===== src/rtl/rfc_pkg.sv =====
package rfc_pkg;

    localparam int RFC_W  = 4;
    localparam int TAG_W  = 6;
    localparam int DST_W  = 2;
    localparam int GCNT_W = $clog2(RFC_W + 1);
    localparam int IDX_W  = (RFC_W > 1) ? $clog2(RFC_W) : 1;

    typedef struct packed {
        logic             sq;
        logic             ser;
        logic [DST_W-1:0] dst;
        logic [TAG_W-1:0] tag;
    } rfc_slot_t;

    typedef struct packed {
        logic [GCNT_W-1:0]        cnt;
        rfc_slot_t [RFC_W-1:0]    slot;
    } rfc_group_t;

    typedef enum logic [2:0] {
        ST_RUN     = 3'd0,
        ST_BLOCKED = 3'd1,
        ST_UNBLOCK = 3'd2,
        ST_BARRIER = 3'd3,
        ST_SQUASH  = 3'd4
    } rfc_state_e;

    typedef struct packed {
        rfc_state_e              st;
        logic [GCNT_W-1:0]       off;
        logic [GCNT_W-1:0]       ocnt;
        logic [RFC_W*TAG_W-1:0]  otag;
        logic                    stall;
    } rfc_regs_t;

endpackage


===== src/rtl/rfc_skid_fifo.sv =====
module rfc_skid_fifo
    import rfc_pkg::*;
#(
    parameter int DEPTH = 4
) (
    input  logic       clk,
    input  logic       rst_n,
    input  logic       clr,
    input  logic       push,
    input  rfc_group_t push_grp,
    input  logic       pop,
    output rfc_group_t front,
    output logic       full,
    output logic [$clog2(DEPTH+1)-1:0] level
);
    localparam int PTR_W = (DEPTH > 1) ? $clog2(DEPTH) : 1;
    localparam int LVL_W = $clog2(DEPTH + 1);

    rfc_group_t mem [DEPTH];
    logic [PTR_W-1:0] rd_d, rd_q, wr_d, wr_q;
    logic [LVL_W-1:0] lvl_d, lvl_q;

    function automatic logic [PTR_W-1:0] bump(input logic [PTR_W-1:0] p);
        return (int'(p) == DEPTH - 1) ? '0 : p + 1'b1;
    endfunction

    always_comb begin
        rd_d  = rd_q;
        wr_d  = wr_q;
        lvl_d = lvl_q;
        if (clr) begin
            rd_d  = '0;
            wr_d  = '0;
            lvl_d = '0;
        end else begin
            if (pop)  rd_d = bump(rd_q);
            if (push) wr_d = bump(wr_q);
            lvl_d = lvl_q + LVL_W'(push) - LVL_W'(pop);
        end
    end

    always_ff @(posedge clk) begin
        if (!rst_n) begin
            rd_q  <= '0;
            wr_q  <= '0;
            lvl_q <= '0;
        end else begin
            rd_q  <= rd_d;
            wr_q  <= wr_d;
            lvl_q <= lvl_d;
        end
    end

    always_ff @(posedge clk) begin
        if (push && !clr) mem[wr_q] <= push_grp;
    end

    assign front = mem[rd_q];
    assign full  = (int'(lvl_q) == DEPTH);
    assign level = lvl_q;

endmodule


===== src/rtl/rfc_budget.sv =====
module rfc_budget
    import rfc_pkg::*;
#(
    parameter int FREE_W = 8,
    parameter int DLY    = 1
) (
    input  logic [FREE_W-1:0] rob_free,
    input  logic [FREE_W-1:0] iq_free,
    output logic              room_ok,
    output logic              both_pos,
    output logic [GCNT_W-1:0] room_cap
);
    localparam int SW      = FREE_W + 2;
    localparam int RESERVE = RFC_W * DLY;

    logic signed [SW-1:0] rob_u, iq_u, least;

    always_comb begin
        rob_u    = $signed({2'b00, rob_free}) - $signed(SW'(RESERVE));
        iq_u     = $signed({2'b00, iq_free})  - $signed(SW'(RESERVE));
        least    = (rob_u < iq_u) ? rob_u : iq_u;
        room_ok  = (least > 0);
        both_pos = (rob_u > 0) && (iq_u > 0);
        if (least >= $signed(SW'(RFC_W))) room_cap = GCNT_W'(RFC_W);
        else if (least <= 0)              room_cap = '0;
        else                              room_cap = GCNT_W'(least);
    end

endmodule


===== src/rtl/rfc_group_eval.sv =====
module rfc_group_eval
    import rfc_pkg::*;
#(
    parameter int FREE_W = 8
) (
    input  rfc_slot_t [RFC_W-1:0]   slots,
    input  logic [GCNT_W-1:0]       start_off,
    input  logic [GCNT_W-1:0]       limit,
    input  logic [FREE_W-1:0]       prf_free,
    output logic [GCNT_W-1:0]       sent,
    output logic [RFC_W*TAG_W-1:0]  tags,
    output logic [GCNT_W-1:0]       end_off,
    output logic                    stop_prf,
    output logic                    stop_ser
);
    always_comb begin
        int pos;
        int left;
        int nsent;
        logic done;
        logic [IDX_W-1:0] sel;
        rfc_slot_t cur;
        pos      = int'(start_off);
        left     = int'(prf_free);
        nsent    = 0;
        done     = 1'b0;
        tags     = '0;
        stop_prf = 1'b0;
        stop_ser = 1'b0;
        sel      = '0;
        cur      = '0;
        for (int k = 0; k < RFC_W; k++) begin
            if (!done && k < int'(limit) && pos < RFC_W) begin
                sel = IDX_W'(pos);
                cur = slots[sel];
                if (cur.sq) begin
                    pos = pos + 1;
                end else if (left < int'(cur.dst)) begin
                    stop_prf = 1'b1;
                    done     = 1'b1;
                end else begin
                    tags[nsent*TAG_W +: TAG_W] = cur.tag;
                    nsent = nsent + 1;
                    left  = left - int'(cur.dst);
                    pos   = pos + 1;
                    if (cur.ser) begin
                        stop_ser = 1'b1;
                        done     = 1'b1;
                    end
                end
            end
        end
        sent    = GCNT_W'(nsent);
        end_off = GCNT_W'(pos);
    end

endmodule


===== src/rtl/rename_flow_ctrl.sv =====
module rename_flow_ctrl
    import rfc_pkg::*;
#(
    parameter int FREE_W = 8,
    parameter int DLY    = 1,
    parameter int DEPTH  = 4
) (
    input  logic                    clk,
    input  logic                    rst_n,
    input  logic [GCNT_W-1:0]       dec_cnt_i,
    input  logic [RFC_W*TAG_W-1:0]  dec_tag_i,
    input  logic [RFC_W-1:0]        dec_squashed_i,
    input  logic [RFC_W-1:0]        dec_serial_i,
    input  logic [RFC_W*DST_W-1:0]  dec_dst_i,
    input  logic [FREE_W-1:0]       rob_free_i,
    input  logic [FREE_W-1:0]       iq_free_i,
    input  logic [FREE_W-1:0]       prf_free_i,
    input  logic                    iew_stall_i,
    input  logic                    commit_stall_i,
    input  logic                    squash_i,
    output logic [GCNT_W-1:0]       out_cnt_o,
    output logic [RFC_W*TAG_W-1:0]  out_tag_o,
    output logic                    dec_stall_o,
    output logic [2:0]              state_o
);
    localparam int LVL_W = $clog2(DEPTH + 1);

    rfc_regs_t  r_d, r_q;
    rfc_group_t dec_grp, skid_front, src;
    logic       skid_push, skid_pop, skid_clr, skid_full;
    logic [LVL_W-1:0] skid_level;

    logic              room_ok, both_pos;
    logic [GCNT_W-1:0] room_cap, avail, limit, sent, end_off;
    logic [RFC_W*TAG_W-1:0] tags;
    logic              stop_prf, stop_ser, lim_blk, use_skid;

    always_comb begin
        dec_grp.cnt = dec_cnt_i;
        for (int i = 0; i < RFC_W; i++) begin
            dec_grp.slot[i].tag = dec_tag_i[i*TAG_W +: TAG_W];
            dec_grp.slot[i].dst = dec_dst_i[i*DST_W +: DST_W];
            dec_grp.slot[i].sq  = dec_squashed_i[i];
            dec_grp.slot[i].ser = dec_serial_i[i];
        end
    end

    rfc_budget #(.FREE_W(FREE_W), .DLY(DLY)) u_budget (
        .rob_free (rob_free_i),
        .iq_free  (iq_free_i),
        .room_ok  (room_ok),
        .both_pos (both_pos),
        .room_cap (room_cap)
    );

    assign use_skid = (r_q.st == ST_UNBLOCK);
    assign src      = use_skid ? skid_front : dec_grp;
    assign avail    = (src.cnt > r_q.off) ? (src.cnt - r_q.off) : '0;

    always_comb begin
        lim_blk = 1'b0;
        limit   = avail;
        if (!room_ok) begin
            limit   = '0;
            lim_blk = 1'b1;
        end else if (room_cap < avail) begin
            limit   = room_cap;
            lim_blk = 1'b1;
        end
    end

    rfc_group_eval #(.FREE_W(FREE_W)) u_eval (
        .slots     (src.slot),
        .start_off (r_q.off),
        .limit     (limit),
        .prf_free  (prf_free_i),
        .sent      (sent),
        .tags      (tags),
        .end_off   (end_off),
        .stop_prf  (stop_prf),
        .stop_ser  (stop_ser)
    );

    rfc_skid_fifo #(.DEPTH(DEPTH)) u_skid (
        .clk      (clk),
        .rst_n    (rst_n),
        .clr      (skid_clr),
        .push     (skid_push),
        .push_grp (dec_grp),
        .pop      (skid_pop),
        .front    (skid_front),
        .full     (skid_full),
        .level    (skid_level)
    );

    always_comb begin
        logic blk;
        logic has_in;
        r_d       = r_q;
        r_d.ocnt  = '0;
        r_d.otag  = '0;
        skid_push = 1'b0;
        skid_pop  = 1'b0;
        skid_clr  = 1'b0;
        has_in    = (dec_cnt_i != '0);
        blk       = lim_blk | stop_prf | stop_ser;
        if (squash_i) begin
            r_d.st   = ST_SQUASH;
            r_d.off  = '0;
            skid_clr = 1'b1;
        end else if (r_q.st == ST_BLOCKED || r_q.st == ST_BARRIER) begin
            skid_push = has_in;
            if (!iew_stall_i && !commit_stall_i && both_pos && prf_free_i != '0)
                r_d.st = ST_UNBLOCK;
        end else if (!use_skid && !has_in) begin
            r_d.st = ST_RUN;
        end else begin
            r_d.ocnt = sent;
            r_d.otag = tags;
            if (blk) begin
                r_d.st    = stop_ser ? ST_BARRIER : ST_BLOCKED;
                r_d.off   = end_off;
                skid_push = use_skid ? has_in : 1'b1;
            end else begin
                r_d.off = '0;
                if (use_skid) begin
                    skid_pop  = 1'b1;
                    skid_push = has_in;
                    r_d.st    = (skid_level == LVL_W'(1) && !has_in) ? ST_RUN : ST_UNBLOCK;
                end else begin
                    r_d.st = ST_RUN;
                end
            end
        end
        r_d.stall = (r_d.st == ST_BLOCKED) || (r_d.st == ST_BARRIER) ||
                    (r_d.st == ST_UNBLOCK);
    end

    always_ff @(posedge clk) begin
        if (!rst_n) begin
            r_q <= '{st: ST_RUN, off: '0, ocnt: '0, otag: '0, stall: 1'b0};
        end else begin
            r_q <= r_d;
        end
    end

    assign out_cnt_o   = r_q.ocnt;
    assign out_tag_o   = r_q.otag;
    assign dec_stall_o = r_q.stall;
    assign state_o     = r_q.st;

endmodule


===== config.mk =====
export PLATFORM = sky130hd
export DESIGN_NAME = rename_flow_ctrl
export DESIGN_NICKNAME = d
export VERILOG_FILES = /design/src/rtl/rfc_pkg.sv /design/src/rtl/rfc_skid_fifo.sv /design/src/rtl/rfc_budget.sv /design/src/rtl/rfc_group_eval.sv /design/src/rtl/rename_flow_ctrl.sv
export SDC_FILE = /design/constraint.sdc
export NUM_CORES = 1
export LEC_CHECK = 0
export BUFFER_PORTS_ARGS = -buffer_cell sky130_fd_sc_hd__buf_2
export CAP_MARGIN = 20
export CORE_MARGIN = 5
export CORE_UTILIZATION = 60
export DETAILED_ROUTE_END_ITERATION = 8
export PLACE_DENSITY = 0.88
export SLEW_MARGIN = 10
export SYNTH_ARGS = -nofsm -noshare
export SYNTH_HDL_FRONTEND = slang
export SYNTH_SLANG_ARGS = --single-unit

===== constraint.sdc =====
create_clock -name clk -period 33.9 [get_ports clk]
set_input_delay 3.39 -clock clk [delete_from_list [all_inputs] [get_ports clk]]
set_output_delay 3.39 -clock clk [all_outputs]
set_load 0.01 [all_outputs]

==> results.md <==
- TritonCTS Sinks: 215
- Commonest cells after routing, fill and taps aside: edfxtp_1, buf_2, nand2_1
- Slew Limit Headroom: 0.260
- Required time reported for the critical path endpoint: 34.02 ns
- Critical Path Source Type: input port
- Total Routing Usage GR: 0.269
- Sequential-to-total area share from yosys stat: 0.412
- Post-synthesis share of cell area spent on xor and xnor gates: 0.0151
- First-pass GRT wire length: approximately 61 mm
- Reported max-cap violation count: 0
- Largest net degree at the start of global routing: 47
- Total via count after detailed routing: about 11000
- Final Cycle Share: 0.527
- NumNets Final: between 1000 and 1500
- Count of boundary I/O pins: around 100
- Number of enable-type register cells in the synthesized netlist: around 170
- Worst skew pair latency: about 0.51 ns
- Area added between synthesis and finish: 8.96%
- # port buffers: between 100 and 150
- Initial core utilization: 0.605
- Number of instances in the placed design: 1641
- Mapped Nets: 1429
- Total power density per cell area: 111 nW/um^2
- Actual slew at the worst max-slew pin: between 1 and 1.5 ns
- Switching power: between 0.8 and 0.9 mW
- Main combinational cell family by area after synthesis: multiplexers
- Cell-internal power: roughly 0.9 mW
- Max-slew violations: 0
- Buffer depth of the longest clock path: 3
- Most used flip-flop cell after synthesis: edfxtp_1
- Floorplan die height: around 170 um
- Sum Neg Setup Slack: 0 ns
- Class of the most critical hold timing path: flip-flop to flip-flop
- Combinational group share of total power: 0.671
- Floorplan die width: about 170 um
- Number of hold-slack violations in the final timing report: 0
- DRC errors left: 0
- Proportion of total power due to net switching: 0.490
- Resized Gates After CTS: 0
- Avg Cell Area, Syn: approximately 11 um^2
- Clock slew at the register clock pins of the worst setup and hold paths: roughly 0.070 ns
- Clock network power share: 0.130
- Post-synthesis cell type with the largest combined area: edfxtp_1
- Highest clock rate: roughly 56 MHz
- CTS tree: yes
- Netlist cell types: 95
- Post-CTS Setup Repair Bufs: 0
- Finish-stage setup viols: 0
- WL/cell: ~23 um
- Share of layout cells above drive strength 1: 0.227
- CTS Buf Count: 22
- Slowest stage delay, CP: 0.94 ns
- Critical Path Slowest Stage Cell: and2_2
- Total routed wirelength: 38.9 mm
- Final critical-path required period: ~18 ns
- Outcome: completed
- Peak supply drop: just under 0.08 mV
- Largest cells by area after synthesis: edfxtp_1, mux4_2, dfxtp_1, ha_1, mux2i_1
- Post-synthesis simple-gate area fraction: 0.151
- Most frequent standard cell in the layout excluding fill and tap cells: edfxtp_1
- Number of warnings reported in the yosys synthesis log: 0
- Library cell appearing most often on the critical path: ha_1
- Critical path capture point type: flip-flop
- Portion of netlist area occupied by mux cells: 0.190
- Post-synth design cell area: between 10000 and 15000 um^2
- Sequential cell fraction of total power: 0.199
- Global placement routability congestion: between 0.9 and 1
- Yosys reg bits: ~220
- Antenna violations before repair: 0
- Leakage power total: roughly 5.7 nW
- Hold depth: 2
- CTS H-tree lvls: 1
- Maximum clock skew at final layout: approximately 0.013 ns
- Buffer cell driving the clock tree root: clkbuf_16
- Number of routed nets with antenna violations: 0
- Number of instances in the synthesized netlist: 1296
- Setup CP Type: input port to flip-flop
- Number of global-route vias before repair: about 11000
- Placement Rows: between 50 and 60
- RSZ-0062 raised after global routing: false
- Post-synthesis adder-cell area fraction: 0.0547
- Core Area: 24200 um^2
- Global-route congestion overflow total: 0
- Final HPWL DP: 27.7 mm
- Number of antenna diodes: 0
- Area share of the leading cell type in the synthesized netlist: 0.353
- Post-Layout Cell Count: approximately 1700
- Initial DRT Pass Iterations: 6
- Full die area: roughly 28000 um^2
- Number of buffers added to fix hold violations after cts: 0
- Critical path data arrival time: 18.00 ns
- Worst reg2reg path depth: 45
- Async set-reset flop share out of synthesis: 0
- Worst-path maximum fanout: 43
- Number of violations reported at the end of detailed-routing iteration 0: around 1200
- Vias per std cell: just under 7
- Compound-cell area share of the yosys netlist: 0.131
-- through the flow --
step / hold WS, ns / utilization / power (mW) / cell area [um^2] / setup slack (ns)
6_report: 0.572 / 0.659 / 1.77 / 15900 / 16.02
5_1_grt: 0.601 / 0.659 / 1.87 / 15900 / 15.02
4_1_cts: 0.562 / 0.655 / 1.73 / 15800 / 15.91
3_5_place_dp: 0.548 / 0.627 / 1.49 / 15200 / 15.49
3_3_place_gp: 0.501 / 0.627 / 1.46 / 15200 / 16.24
2_1_floorplan: 0.477 / - / 1.23 / 14600 / 17.34
-- power groups by stage --
stage | clock network [mW] | logic, mW | registers (mW)
detailed placement | 0 | 1.13 | 0.357
global route | 0.246 | 1.27 | 0.356
global placement | 0 | 1.10 | 0.353
finish | 0.231 | 1.19 | 0.353
floorplan | 0 | 0.885 | 0.350
CTS | 0.233 | 1.14 | 0.354
-- synth_stat cells (10+ instances only) --
cell type,number
o21a_1,12
o211ai_1,12
buf_4,31
nor2_1,95
dfxtp_1,43
nor4_1,14
ha_1,56
nand2_1,98
clkbuf_1,36
mux2_2,32
nor2b_1,12
buf_2,14
and3_1,10
o31ai_1,16
o21ai_0,28
a211oi_1,13
nand4_1,17
mux4_2,74
edfxtp_1,172
nand2b_1,15
nor3_1,44
a21oi_1,51
and2_1,18
nand3_1,44
mux2i_1,64
inv_1,52
-- critical path, delay by kind of cell --
| kind | cells | cell delay (ns) |
|---|---|---|
| xor gates and xnor gates | 1 | 0.65 |
| buffers and inverters | 5 | 0.68 |
| AOI/OAI and AO/OA | 14 | 4.22 |
| and+or+nand+nor | 19 | 4.30 |
| muxes | 6 | 2.57 |
| adders and majority gates | 8 | 2.08 |
-- path summary, 6_finish.rpt --
path	startpoint	end	slack (ns)
min	u_skid.level[2]$_SDFF_PP0_	u_skid.level[2]$_SDFF_PP0_	0.57
max	iq_free_i[2]	u_skid.mem[2][7]$_DFFE_PP_	16.02
min reg2reg	u_skid.level[2]$_SDFF_PP0_	u_skid.level[2]$_SDFF_PP0_	0.57
max reg2reg	state_o[1]$_SDFF_PN0_	u_skid.mem[2][7]$_DFFE_PP_	18.98
-- cell type report --
class	instances	area [um^2]
Fill cell	1803	8240
Multi-Input combinational cell	937	7940
Sequential cell	215	6030
Timing Repair Buffer	116	664
Clock buffer	24	579
Tap cell	324	405
Inverter	55	206
Clock inverter	16	118
-- sequential cells by signal (all words and copies together), names as in the netlist, 2 cells and up, named ones only --
register      cells
u_skid.mem      172
u_skid.wr_q       2
r_q               3
out_tag_o        24
out_cnt_o         3
u_skid.level      3
state_o           3
u_skid.rd_q       2
-- cells by family after synthesis --
group	Yosys count
simple gates	424
xor+xnor	20
mux	177
buf+inv	144
flops	215
fa+ha+maj	61
compound gates	255
-- layer usage --
layer,part of all wire,GRT usage,vias up
met5,0,0,-
met2,0.48,0.444,615
met4,0.026,0.0671,0
met1,0.41,0.384,5522
met3,0.082,0.0336,101
li1,-,-,5132
Power figures use the tool's default switching activity.
